[config.mk]
export PLATFORM = sky130hd
export DESIGN_NAME = rcw_loader
export DESIGN_NICKNAME = d
export VERILOG_FILES = /design/src/rtl/rcw_pkg.sv /design/src/rtl/rcw_rst_sync.sv /design/src/rtl/rcw_ctrl.sv /design/src/rtl/rcw_assemble.sv /design/src/rtl/rcw_loader.sv
export SDC_FILE = /design/constraint.sdc
export NUM_CORES = 1
export LEC_CHECK = 0
export CAP_MARGIN = 40
export CORE_MARGIN = 5
export CORE_UTILIZATION = 54
export CTS_BUF_LIST = sky130_fd_sc_hd__clkbuf_4 sky130_fd_sc_hd__clkbuf_8
export DETAILED_ROUTE_END_ITERATION = 10
export PLACE_DENSITY = 0.92
export SLEW_MARGIN = 20
export SYNTH_ARGS = -nofsm -noshare
export SYNTH_HDL_FRONTEND = slang
export SYNTH_HIERARCHICAL = 1
export SYNTH_SLANG_ARGS = --single-unit
export TNS_END_PERCENT = 20
[constraint.sdc]
create_clock -name clk -period 3.56 [get_ports clk]
set_input_delay 0.712 -clock clk [delete_from_list [all_inputs] [get_ports clk]]
set_output_delay 0.712 -clock clk [all_outputs]
set_load 0.05 [all_outputs]
[src/rtl/rcw_pkg.sv]
package rcw_pkg;

  typedef enum logic [1:0] {
    ST_SAMPLE = 2'd0,
    ST_MUX    = 2'd1,
    ST_RED    = 2'd2,
    ST_DONE   = 2'd3
  } rcw_state_e;

  localparam logic [2:0] SRC_MUX = 3'b000;
  localparam logic [2:0] SRC_RED = 3'b011;

endpackage

[src/rtl/rcw_rst_sync.sv]
module rcw_rst_sync #(
  parameter int STAGES = 2
) (
  input  logic clk,
  input  logic arst_n,
  output logic rst_n_o
);

  logic [STAGES-1:0] sync_q;

  always_ff @(posedge clk or negedge arst_n) begin
    if (!arst_n) begin
      sync_q <= '0;
    end else begin
      sync_q <= {sync_q[STAGES-2:0], 1'b1};
    end
  end

  assign rst_n_o = sync_q[STAGES-1];

endmodule

[src/rtl/rcw_ctrl.sv]
module rcw_ctrl
  import rcw_pkg::*;
#(
  parameter int N_LANES  = 4,
  parameter int SETTLE_W = 8
) (
  input  logic                clk,
  input  logic                rst_n,
  input  logic [2:0]          src_code,
  input  logic [SETTLE_W-1:0] settle,
  output logic [N_LANES-1:0]  lane_sel_n,
  output logic [N_LANES-1:0]  cap_lane,
  output logic                cap_red,
  output logic                done,
  output logic                bad_src
);

  localparam int LANE_IW = (N_LANES > 1) ? $clog2(N_LANES) : 1;
  localparam logic [LANE_IW-1:0] LAST_LANE = LANE_IW'(N_LANES - 1);

  rcw_state_e          state_q, state_d;
  logic [LANE_IW-1:0]  lane_q, lane_d;
  logic [SETTLE_W-1:0] cnt_q, cnt_d;
  logic [SETTLE_W-1:0] limit;
  logic                last_tick;

  assign limit     = (settle == '0) ? SETTLE_W'(1) : settle;
  assign last_tick = (cnt_q == (limit - SETTLE_W'(1)));

  always_comb begin
    state_d = state_q;
    lane_d  = lane_q;
    cnt_d   = cnt_q;
    cap_red = 1'b0;
    done    = 1'b0;
    bad_src = 1'b0;
    unique case (state_q)
      ST_SAMPLE: begin
        cnt_d  = '0;
        lane_d = '0;
        if (src_code == SRC_MUX) begin
          state_d = ST_MUX;
        end else if (src_code == SRC_RED) begin
          state_d = ST_RED;
        end else begin
          state_d = ST_DONE;
          bad_src = 1'b1;
          done    = 1'b1;
        end
      end
      ST_MUX: begin
        if (last_tick) begin
          cnt_d = '0;
          if (lane_q == LAST_LANE) begin
            state_d = ST_DONE;
            done    = 1'b1;
          end else begin
            lane_d = lane_q + LANE_IW'(1);
          end
        end else begin
          cnt_d = cnt_q + SETTLE_W'(1);
        end
      end
      ST_RED: begin
        if (last_tick) begin
          cap_red = 1'b1;
          done    = 1'b1;
          state_d = ST_DONE;
          cnt_d   = '0;
        end else begin
          cnt_d = cnt_q + SETTLE_W'(1);
        end
      end
      default: begin
        state_d = ST_DONE;
      end
    endcase
  end

  always_ff @(posedge clk or negedge rst_n) begin
    if (!rst_n) begin
      state_q <= ST_SAMPLE;
      lane_q  <= '0;
      cnt_q   <= '0;
    end else begin
      state_q <= state_d;
      lane_q  <= lane_d;
      cnt_q   <= cnt_d;
    end
  end

  for (genvar k = 0; k < N_LANES; k++) begin : g_lane
    logic on_lane;
    assign on_lane       = (state_q == ST_MUX) && (lane_q == LANE_IW'(k));
    assign lane_sel_n[k] = ~on_lane;
    assign cap_lane[k]   = on_lane && last_tick;
  end

  AST_SRC_ONCE: assert property (@(posedge clk) disable iff (!rst_n)
    (state_q != ST_SAMPLE) |=> (state_q != ST_SAMPLE));
  AST_SETTLE_BOUND: assert property (@(posedge clk) disable iff (!rst_n)
    (state_q == ST_MUX || state_q == ST_RED) |-> (cnt_q < limit));
  AST_LANE_ONEHOT: assert property (@(posedge clk) disable iff (!rst_n)
    $onehot0(~lane_sel_n));
  AST_LANE_ADVANCE: assert property (@(posedge clk) disable iff (!rst_n)
    (state_q == ST_MUX && !last_tick) |=> $stable(lane_sel_n));

endmodule

[src/rtl/rcw_assemble.sv]
module rcw_assemble #(
  parameter int              WORD_W       = 64,
  parameter int              LANE_W       = 16,
  parameter int              N_LANES      = 4,
  parameter int              RED_LSB      = 32,
  parameter logic [WORD_W-1:0] DEFAULT_WORD = '0
) (
  input  logic               clk,
  input  logic               rst_n,
  input  logic [LANE_W-1:0]  pins,
  input  logic [N_LANES-1:0] cap_lane,
  input  logic               cap_red,
  output logic [WORD_W-1:0]  word_o
);

  logic [WORD_W-1:0] word_q, word_d;

  always_comb begin
    word_d = word_q;
    for (int k = 0; k < N_LANES; k++) begin
      if (cap_lane[k]) begin
        word_d[WORD_W-1-k*LANE_W -: LANE_W] = pins;
      end
    end
    if (cap_red) begin
      word_d[RED_LSB +: LANE_W] = pins;
    end
  end

  always_ff @(posedge clk or negedge rst_n) begin
    if (!rst_n) begin
      word_q <= DEFAULT_WORD;
    end else if ((|cap_lane) || cap_red) begin
      word_q <= word_d;
    end
  end

  assign word_o = word_q;

  AST_ONE_CAPTURE: assert property (@(posedge clk) disable iff (!rst_n)
    $onehot0({cap_lane, cap_red}));

endmodule

[src/rtl/rcw_loader.sv]
module rcw_loader
  import rcw_pkg::*;
#(
  parameter int                WORD_W       = 64,
  parameter int                LANE_W       = 16,
  parameter int                SETTLE_W     = 8,
  parameter int                RED_LSB      = 32,
  parameter logic [WORD_W-1:0] DEFAULT_WORD = 64'h0F00_4A21_0000_8C13
) (
  input  logic                         clk,
  input  logic                         rst_n,
  input  logic [2:0]                   src_code,
  input  logic [SETTLE_W-1:0]          settle_cycles,
  input  logic [LANE_W-1:0]            cfg_pins,
  output logic [(WORD_W/LANE_W)-1:0]   lane_sel_n,
  output logic [WORD_W-1:0]            rcw_word,
  output logic                         rcw_valid,
  output logic                         ready,
  output logic                         src_err
);

  localparam int N_LANES = WORD_W / LANE_W;

  logic               rst_int_n;
  logic [N_LANES-1:0] cap_lane;
  logic               cap_red, done, bad_src;
  logic               valid_q, valid_d, ready_q, ready_d, err_q, err_d;

  rcw_rst_sync #(.STAGES(2)) u_sync (
    .clk     (clk),
    .arst_n  (rst_n),
    .rst_n_o (rst_int_n)
  );

  rcw_ctrl #(.N_LANES(N_LANES), .SETTLE_W(SETTLE_W)) u_ctrl (
    .clk        (clk),
    .rst_n      (rst_int_n),
    .src_code   (src_code),
    .settle     (settle_cycles),
    .lane_sel_n (lane_sel_n),
    .cap_lane   (cap_lane),
    .cap_red    (cap_red),
    .done       (done),
    .bad_src    (bad_src)
  );

  rcw_assemble #(
    .WORD_W(WORD_W), .LANE_W(LANE_W), .N_LANES(N_LANES),
    .RED_LSB(RED_LSB), .DEFAULT_WORD(DEFAULT_WORD)
  ) u_asm (
    .clk      (clk),
    .rst_n    (rst_int_n),
    .pins     (cfg_pins),
    .cap_lane (cap_lane),
    .cap_red  (cap_red),
    .word_o   (rcw_word)
  );

  always_comb begin
    valid_d = valid_q | done;
    ready_d = ready_q | valid_q;
    err_d   = err_q | bad_src;
  end

  always_ff @(posedge clk or negedge rst_int_n) begin
    if (!rst_int_n) begin
      valid_q <= 1'b0;
      ready_q <= 1'b0;
      err_q   <= 1'b0;
    end else begin
      valid_q <= valid_d;
      ready_q <= ready_d;
      err_q   <= err_d;
    end
  end

  assign rcw_valid = valid_q;
  assign ready     = ready_q;
  assign src_err   = err_q;

  AST_VALID_STICKY: assert property (@(posedge clk) disable iff (!rst_int_n)
    rcw_valid |=> rcw_valid);
  AST_READY_LAG: assert property (@(posedge clk) disable iff (!rst_int_n)
    $rose(rcw_valid) |=> ready);
  AST_READY_NEEDS_VALID: assert property (@(posedge clk) disable iff (!rst_int_n)
    ready |-> rcw_valid);
  AST_LANES_IDLE_DONE: assert property (@(posedge clk) disable iff (!rst_int_n)
    rcw_valid |-> (&lane_sel_n));
  AST_ERR_DEFAULT: assert property (@(posedge clk) disable iff (!rst_int_n)
    src_err |-> (rcw_word == DEFAULT_WORD && (&lane_sel_n)));

endmodule

# After elaboration in Yosys (flattened, before gate mapping)
# Cells that the tools add are included.
[totals]
reg_bits = 81
input_bits = 29
output_inout_bits = 71
word_cells = 78
[classes]
addsub = 3
eq_ne = 11
mux = 22
bitwise = 7
reduce_logical = 24
[ops]
columns = ["operator", "count"]
rows = [
  ["two-way mux 16 bit", 2],
  ["two-way mux 8 bit", 2],
  ["one-hot mux 8 bit (2 select lines)", 1],
  ["two-way mux 2 bit", 6],
  ["adder 8 x 1 -> 8 bit, second input constant", 1],
  ["equality test 8 bit", 1],
  ["logical AND 1 bit", 8],
  ["logical NOT 8 bit", 1],
  ["two-way mux 1 bit", 8],
  ["AND reduction 2 bit", 4],
  ["subtractor 8 x 1 -> 8 bit, second input constant", 1],
  ["equality test 2 bit, second input constant", 3],
  ["!= test 2 x 1 -> 1 bit, second input constant", 3],
  ["one-hot mux 2 bit (3 select lines)", 1],
  ["AND reduction 3 bit", 2],
  ["nonzero test 2 bit", 3],
  ["equality test 2 x 1 -> 1 bit, second input constant", 2],
  ["logical NOT 2 bit", 2],
  ["inverter 1 bit", 4],
  ["one-hot mux 2 bit (2 select lines)", 1],
  ["OR reduction 4 bit", 1],
  ["equality test 3 x 2 -> 1 bit, second input constant", 1],
  ["logical NOT 3 bit", 1],
  ["bitwise OR 1 bit", 3],
  ["other kinds (5)", 5],
]

# Depth between registers and ports, before layout
[depth]
ltp_word = 8
depth_mapped = 14
mapped_depth_nobuf = 10

# Modules after synthesis
# The synthesis kept the hierarchy.
[by_module_without_submodules]
columns = ["mod", "instances", "cells_each", "area_per_inst_um2", "seq_area_each_um2"]
rows = [
  ["rcw_assemble", 1, 136, 2477.4, 1620.3],
  ["rcw_ctrl", 1, 131, 1148.6, 300.3],
  ["rcw_loader", 1, 6, 93.8, 75.1],
  ["rcw_rst_sync", 1, 3, 53.8, 50.0],
]

# Worst setup path before layout
# OpenSTA, ideal clock, no wires.
[synth_path]
kind = "input port to flip-flop"
start = "in settle_cycles[3]"
end = "reg u_asm.word_q[12], in the netlist u_asm/word_o[12]"
setup_ps = 125
arrival_ps = 3349
required_time_ps = 3435
slack_ps = 87
path_stages = 14
path_buffers = 5
path_cell_list = "buf_6 nor4_1 a21oi_1 ha_1 or3_1 a31oi_1 nand3_1 or2_1 buf_6 buf_6 nor2_1 buf_6 buf_6 mux2_2"
[synth_between]
elab_chain_len = 8
elab_cells_between_ends = 13
cone_classes = "add/sub: 1; eq/ne: 1; mux: 3; reduce/logical: 8"
[synth_lines]
columns = ["element", "line_no", "rtl"]
rows = [
  ["from (decl)", "rcw_loader.sv:13", "input logic [SETTLE_W-1:0] settle_cycles,"],
  ["logical NOT 8 bit", "rcw_ctrl.sv:27", "assign limit = (settle == '0) ? SETTLE_W'(1) : settle;"],
  ["two-way mux 8 bit *", "rcw_ctrl.sv:27", ""],
  ["subtractor 8 x 1 -> 8 bit *", "rcw_ctrl.sv:28", "assign last_tick = (cnt_q == (limit - SETTLE_W'(1)));"],
  ["equality test 8 bit *", "rcw_ctrl.sv:28", ""],
  ["logical AND 1 bit *", "rcw_ctrl.sv:96", "assign cap_lane[k] = on_lane && last_tick;"],
  ["net cap_lane[3]", "rcw_loader.sv:25", "logic [N_LANES-1:0] cap_lane;"],
  ["OR reduction 4 bit", "rcw_assemble.sv:33", "end else if ((|cap_lane) || cap_red) begin"],
  ["logical OR 1 bit", "rcw_assemble.sv:33", ""],
  ["AND reduction 2 bit (no line) *", "--", ""],
  ["to (signal assigned)", "rcw_assemble.sv:34", "word_q <= word_d;"],
  ["to (decl)", "rcw_assemble.sv:16", "logic [WORD_W-1:0] word_q, word_d;"],
]
# The timed path passes the listed nets; every way through them passes the cells marked *.
# A chain may end at the register's enable or synchronous reset.

# Worst setup path in the final report
[layout_path]
start = "in settle_cycles[6]"
end = "reg u_asm.word_q[14], in the netlist u_asm/word_o[14]"
# Same word-level chain as after synthesis.

==> impl_metrics.tcl <==
set metrics [dict create \
    run_status "finished clean" \
    fin_crit_ns 3.46 \
    top_layer_used "met4" \
    final_hold_viol_count 0 \
    cts_setup_buffers 0 \
    total_leakage_power_uw 0.00235 \
    fillers 431 \
    first_pass_iters 5 \
    grt_max_degree 47 \
    synthArstFlopShare_pct 100 \
    maxCapViolCount 0 \
    worst_skew_pair.late_latency_ns 0.35 \
    crit_arrival_ns 3.68 \
    crit_buf_inv 2 \
    synth_area_sq_um 3770 \
    fmax_mhz 289 \
    cts-buffers-inserted 9 \
    io_buffers 99 \
    synth_edf_count 0 \
    antenna_cells 0 \
    ys_ff_latch 81 \
    ir_drop_mv 0.326 \
    root_buffer "clkbuf_8" \
    synth_cell_types 49 \
    dp.final_hpwl_microns 6740 \
    hold_class "register to async pin" \
    synth.most_common_cell "dfrtp_1" \
    synth.avg_cell_area_sq_um 13.7 \
    die_h_microns 93.6 \
    synth_common_cells "dfrtp_1 (66), mux2_2 (54), dfstp_2 (15), inv_1 (14), nand2_1 (14)" \
    path_clk_slew_ns 0.09 \
    rows 30 \
    crit_path_start_kind "input port" \
    finalSetupTns_ns 0 \
    dieArea_sq_um 8760 \
    ctsResizeCount 0 \
    max_stage_delay_ns 0.45 \
    cp_top_family "simple AND/OR/NAND/NOR gates" \
    synth_top_area_cell "dfrtp_1" \
    start_util_pct 55.5 \
    vias 2650 \
    ys_seq_area_share_pct 54.2 \
    grt-ovfl-total 0 \
    antenna_found_initial 0 \
    power_uw 1750 \
    syn-num-nets 315 \
    final_layout_size_suffix_gt1_share_pct 33.5 \
    end_kind "register" \
    cp_slowest_cell "clkdlybuf4s50_1" \
    drt_iter0_markers 131 \
    place_congestion 0.884 \
    drc 0 \
    crit_path_max_fanout 16 \
    wl_per_cell_microns 19.1 \
    syn_inst 276 \
    utilization_pct 75.6 \
    cts_sinks 81 \
    met1_length_microns 3560 \
    drt-total-wl_microns 9340 \
    vias_per_cell 5.41 \
    ys_warn_count 6 \
    power.density_nw_per_um2 340 \
    max_slew_margin_pct 59.0 \
    grt_usage_pct 22.4 \
    io_pins 100 \
    core_area_sq_um 6790 \
    routed-wl-met2_microns 4980 \
    route.met3.wl_microns 527 \
    syn_to_final_growth_pct 36.2 \
    die_w_microns 93.6 \
    setup_violations 0 \
    worstMarginPinSlew_ns 0.613 \
    final_nets 428 \
    fin_crit_sh_pct 97.1 \
    cp.required_ns 3.79 \
    ant_nets 0 \
    finalMaxSlewViolations 0 \
    fin_skew_ns 0.0160 \
    critPathKind "input port to register" \
    htree_levels 3 \
    grt_pass1_wl_microns 15000 \
    path_cells "clkdlybuf4s50_1 -> nor4_2 -> a21oi_1 -> ha_1 -> or3_1 -> a31oi_1 -> nand3_1 -> or2_1 -> nor2_2 -> buf_12 -> mux2_2" \
    grt_pass1_vias 2834 \
    cts_tree "yes" \
    cts_buffer_depth 2 \
    ctsHoldBuffers 0 \
    yosysTopAreaCellShare_pct 43.8 \
    synth.area.top_cells "dfrtp_1 (44%), mux2_2 (16%), dfstp_2 (10%)" \
    ys.flop_type "dfrtp_1" \
]
## logic make-up (layout without fill, tap and decap cells)
logic type / after synthesis / count (layout) / synth area share, %
multiplexers: 68 / 68 / 21.2
adder cells (fa/ha/maj): 10 / 10 / 3.32
other: 1 / 1 / 0.0994
flip-flops: 81 / 81 / 54.2
buffers and inverters: 26 / 144 / 4.91
AND/OR/NAND/NOR: 54 / 54 / 8.09
XOR/XNOR: 7 / 7 / 1.62
AO/OA/AOI/OAI: 29 / 29 / 6.60
## area by class of cell
| type | count | area (sq um) | share of cell area (%) |
|---|---|---|---|
| Sequential cell | 81 | 2050 | 39.9 |
| Multi-Input combinational cell | 169 | 1560 | 30.3 |
| Timing Repair Buffer | 114 | 1160 | 22.6 |
| Clock buffer | 11 | 139 | 2.70 |
| Tap cell | 96 | 120 | 2.34 |
| Clock inverter | 5 | 57.6 | 1.12 |
| Inverter | 14 | 52.6 | 1.02 |
## report_power, final
group	leakage, uW	internal (uW)	switching [uW]
combinational	0.00122	65.1	74.0
sequential	0.00102	930	12.1
clock	0.000104	340	326
total	0.00235	1340	412
## sequential cells by signal, summed over array words and instances (netlist names)
| name | flops |
|---|---|
| rcw_valid | 1 |
| ready | 1 |
| src_err | 1 |
| u_asm/word_o | 64 |
| u_ctrl/cnt_q | 8 |
| u_ctrl/lane_q | 2 |
| u_ctrl/state_q | 2 |
| u_sync/sync_q | 2 |
## worst register-to-register path: stages (launching register included)
cell and delay [ns]:
dfrtp_1 0.45, xor2_1 0.21, o21ai_2 0.07, a311oi_1 0.11
o22ai_2 0.23, or2_1 0.30, nor2_1 0.12, nor2_4 0.50
mux2_2 0.42
## path summary, 6_finish.rpt
kind                            slack, ns        startpoint                to  depth (start not counted)
max in group asynchronous            2.61  u_sync/sync_q[1]  u_asm/word_o[56]                          1
worst min register to register       0.30  u_sync/sync_q[1]   u_asm/word_o[6]                          0
worst min-delay path                 0.30  u_sync/sync_q[1]   u_asm/word_o[6]                          0
worst max register to register       1.04   u_ctrl/cnt_q[3]  u_asm/word_o[34]                          8
worst max-delay path                 0.10  settle_cycles[6]  u_asm/word_o[14]                         11
min in group clk                     0.37  u_sync/sync_q[0]  u_sync/sync_q[1]                          0
## per-layer routing
layer / track usage (%) / vias to the layer above
li1: - / 1202
met1: 25.8 / 1327
met2: 39.5 / 100
met3: 6.60 / 21
met4: 8.18 / 0
met5: 0 / -
## cell usage in the layout (no fill, tap or decap), drive strengths merged, types with 3 or more instances in the layout
| cell | Yosys | routed |
|---|---|---|
| clkbuf | 1 | 11 |
| nand4 | 5 | 5 |
| xor2 | 3 | 3 |
| xnor2 | 4 | 4 |
| o311ai | 4 | 4 |
| dfrtp | 66 | 66 |
| o22ai | 3 | 3 |
| a31oi | 3 | 3 |
| nor2 | 9 | 9 |
| clkinv | 0 | 4 |
| dfstp | 15 | 15 |
| o21ai | 6 | 6 |
| inv | 14 | 14 |
| or2 | 6 | 6 |
| mux2i | 4 | 4 |
| clkdlybuf4s50 | 0 | 99 |
| mux2 | 64 | 64 |
| buf | 11 | 15 |
| nor3 | 4 | 4 |
| nand2 | 14 | 14 |
| ha | 10 | 10 |
| nand3 | 5 | 5 |
## per-stage QoR
stage	worst slack [ns]	hold WS [ns]	instance area, sq um	std cells
floorplan	0.0866	0.331	3770	276
global placement	-0.111	0.339	4910	473
detailed placement	-0.229	0.306	4930	474
CTS	0.0983	0.308	5130	490
global route	-0.0133	0.337	5140	490
finish	0.104	0.296	5140	490
No activity file was read; power rests on OpenSTA's default activity.
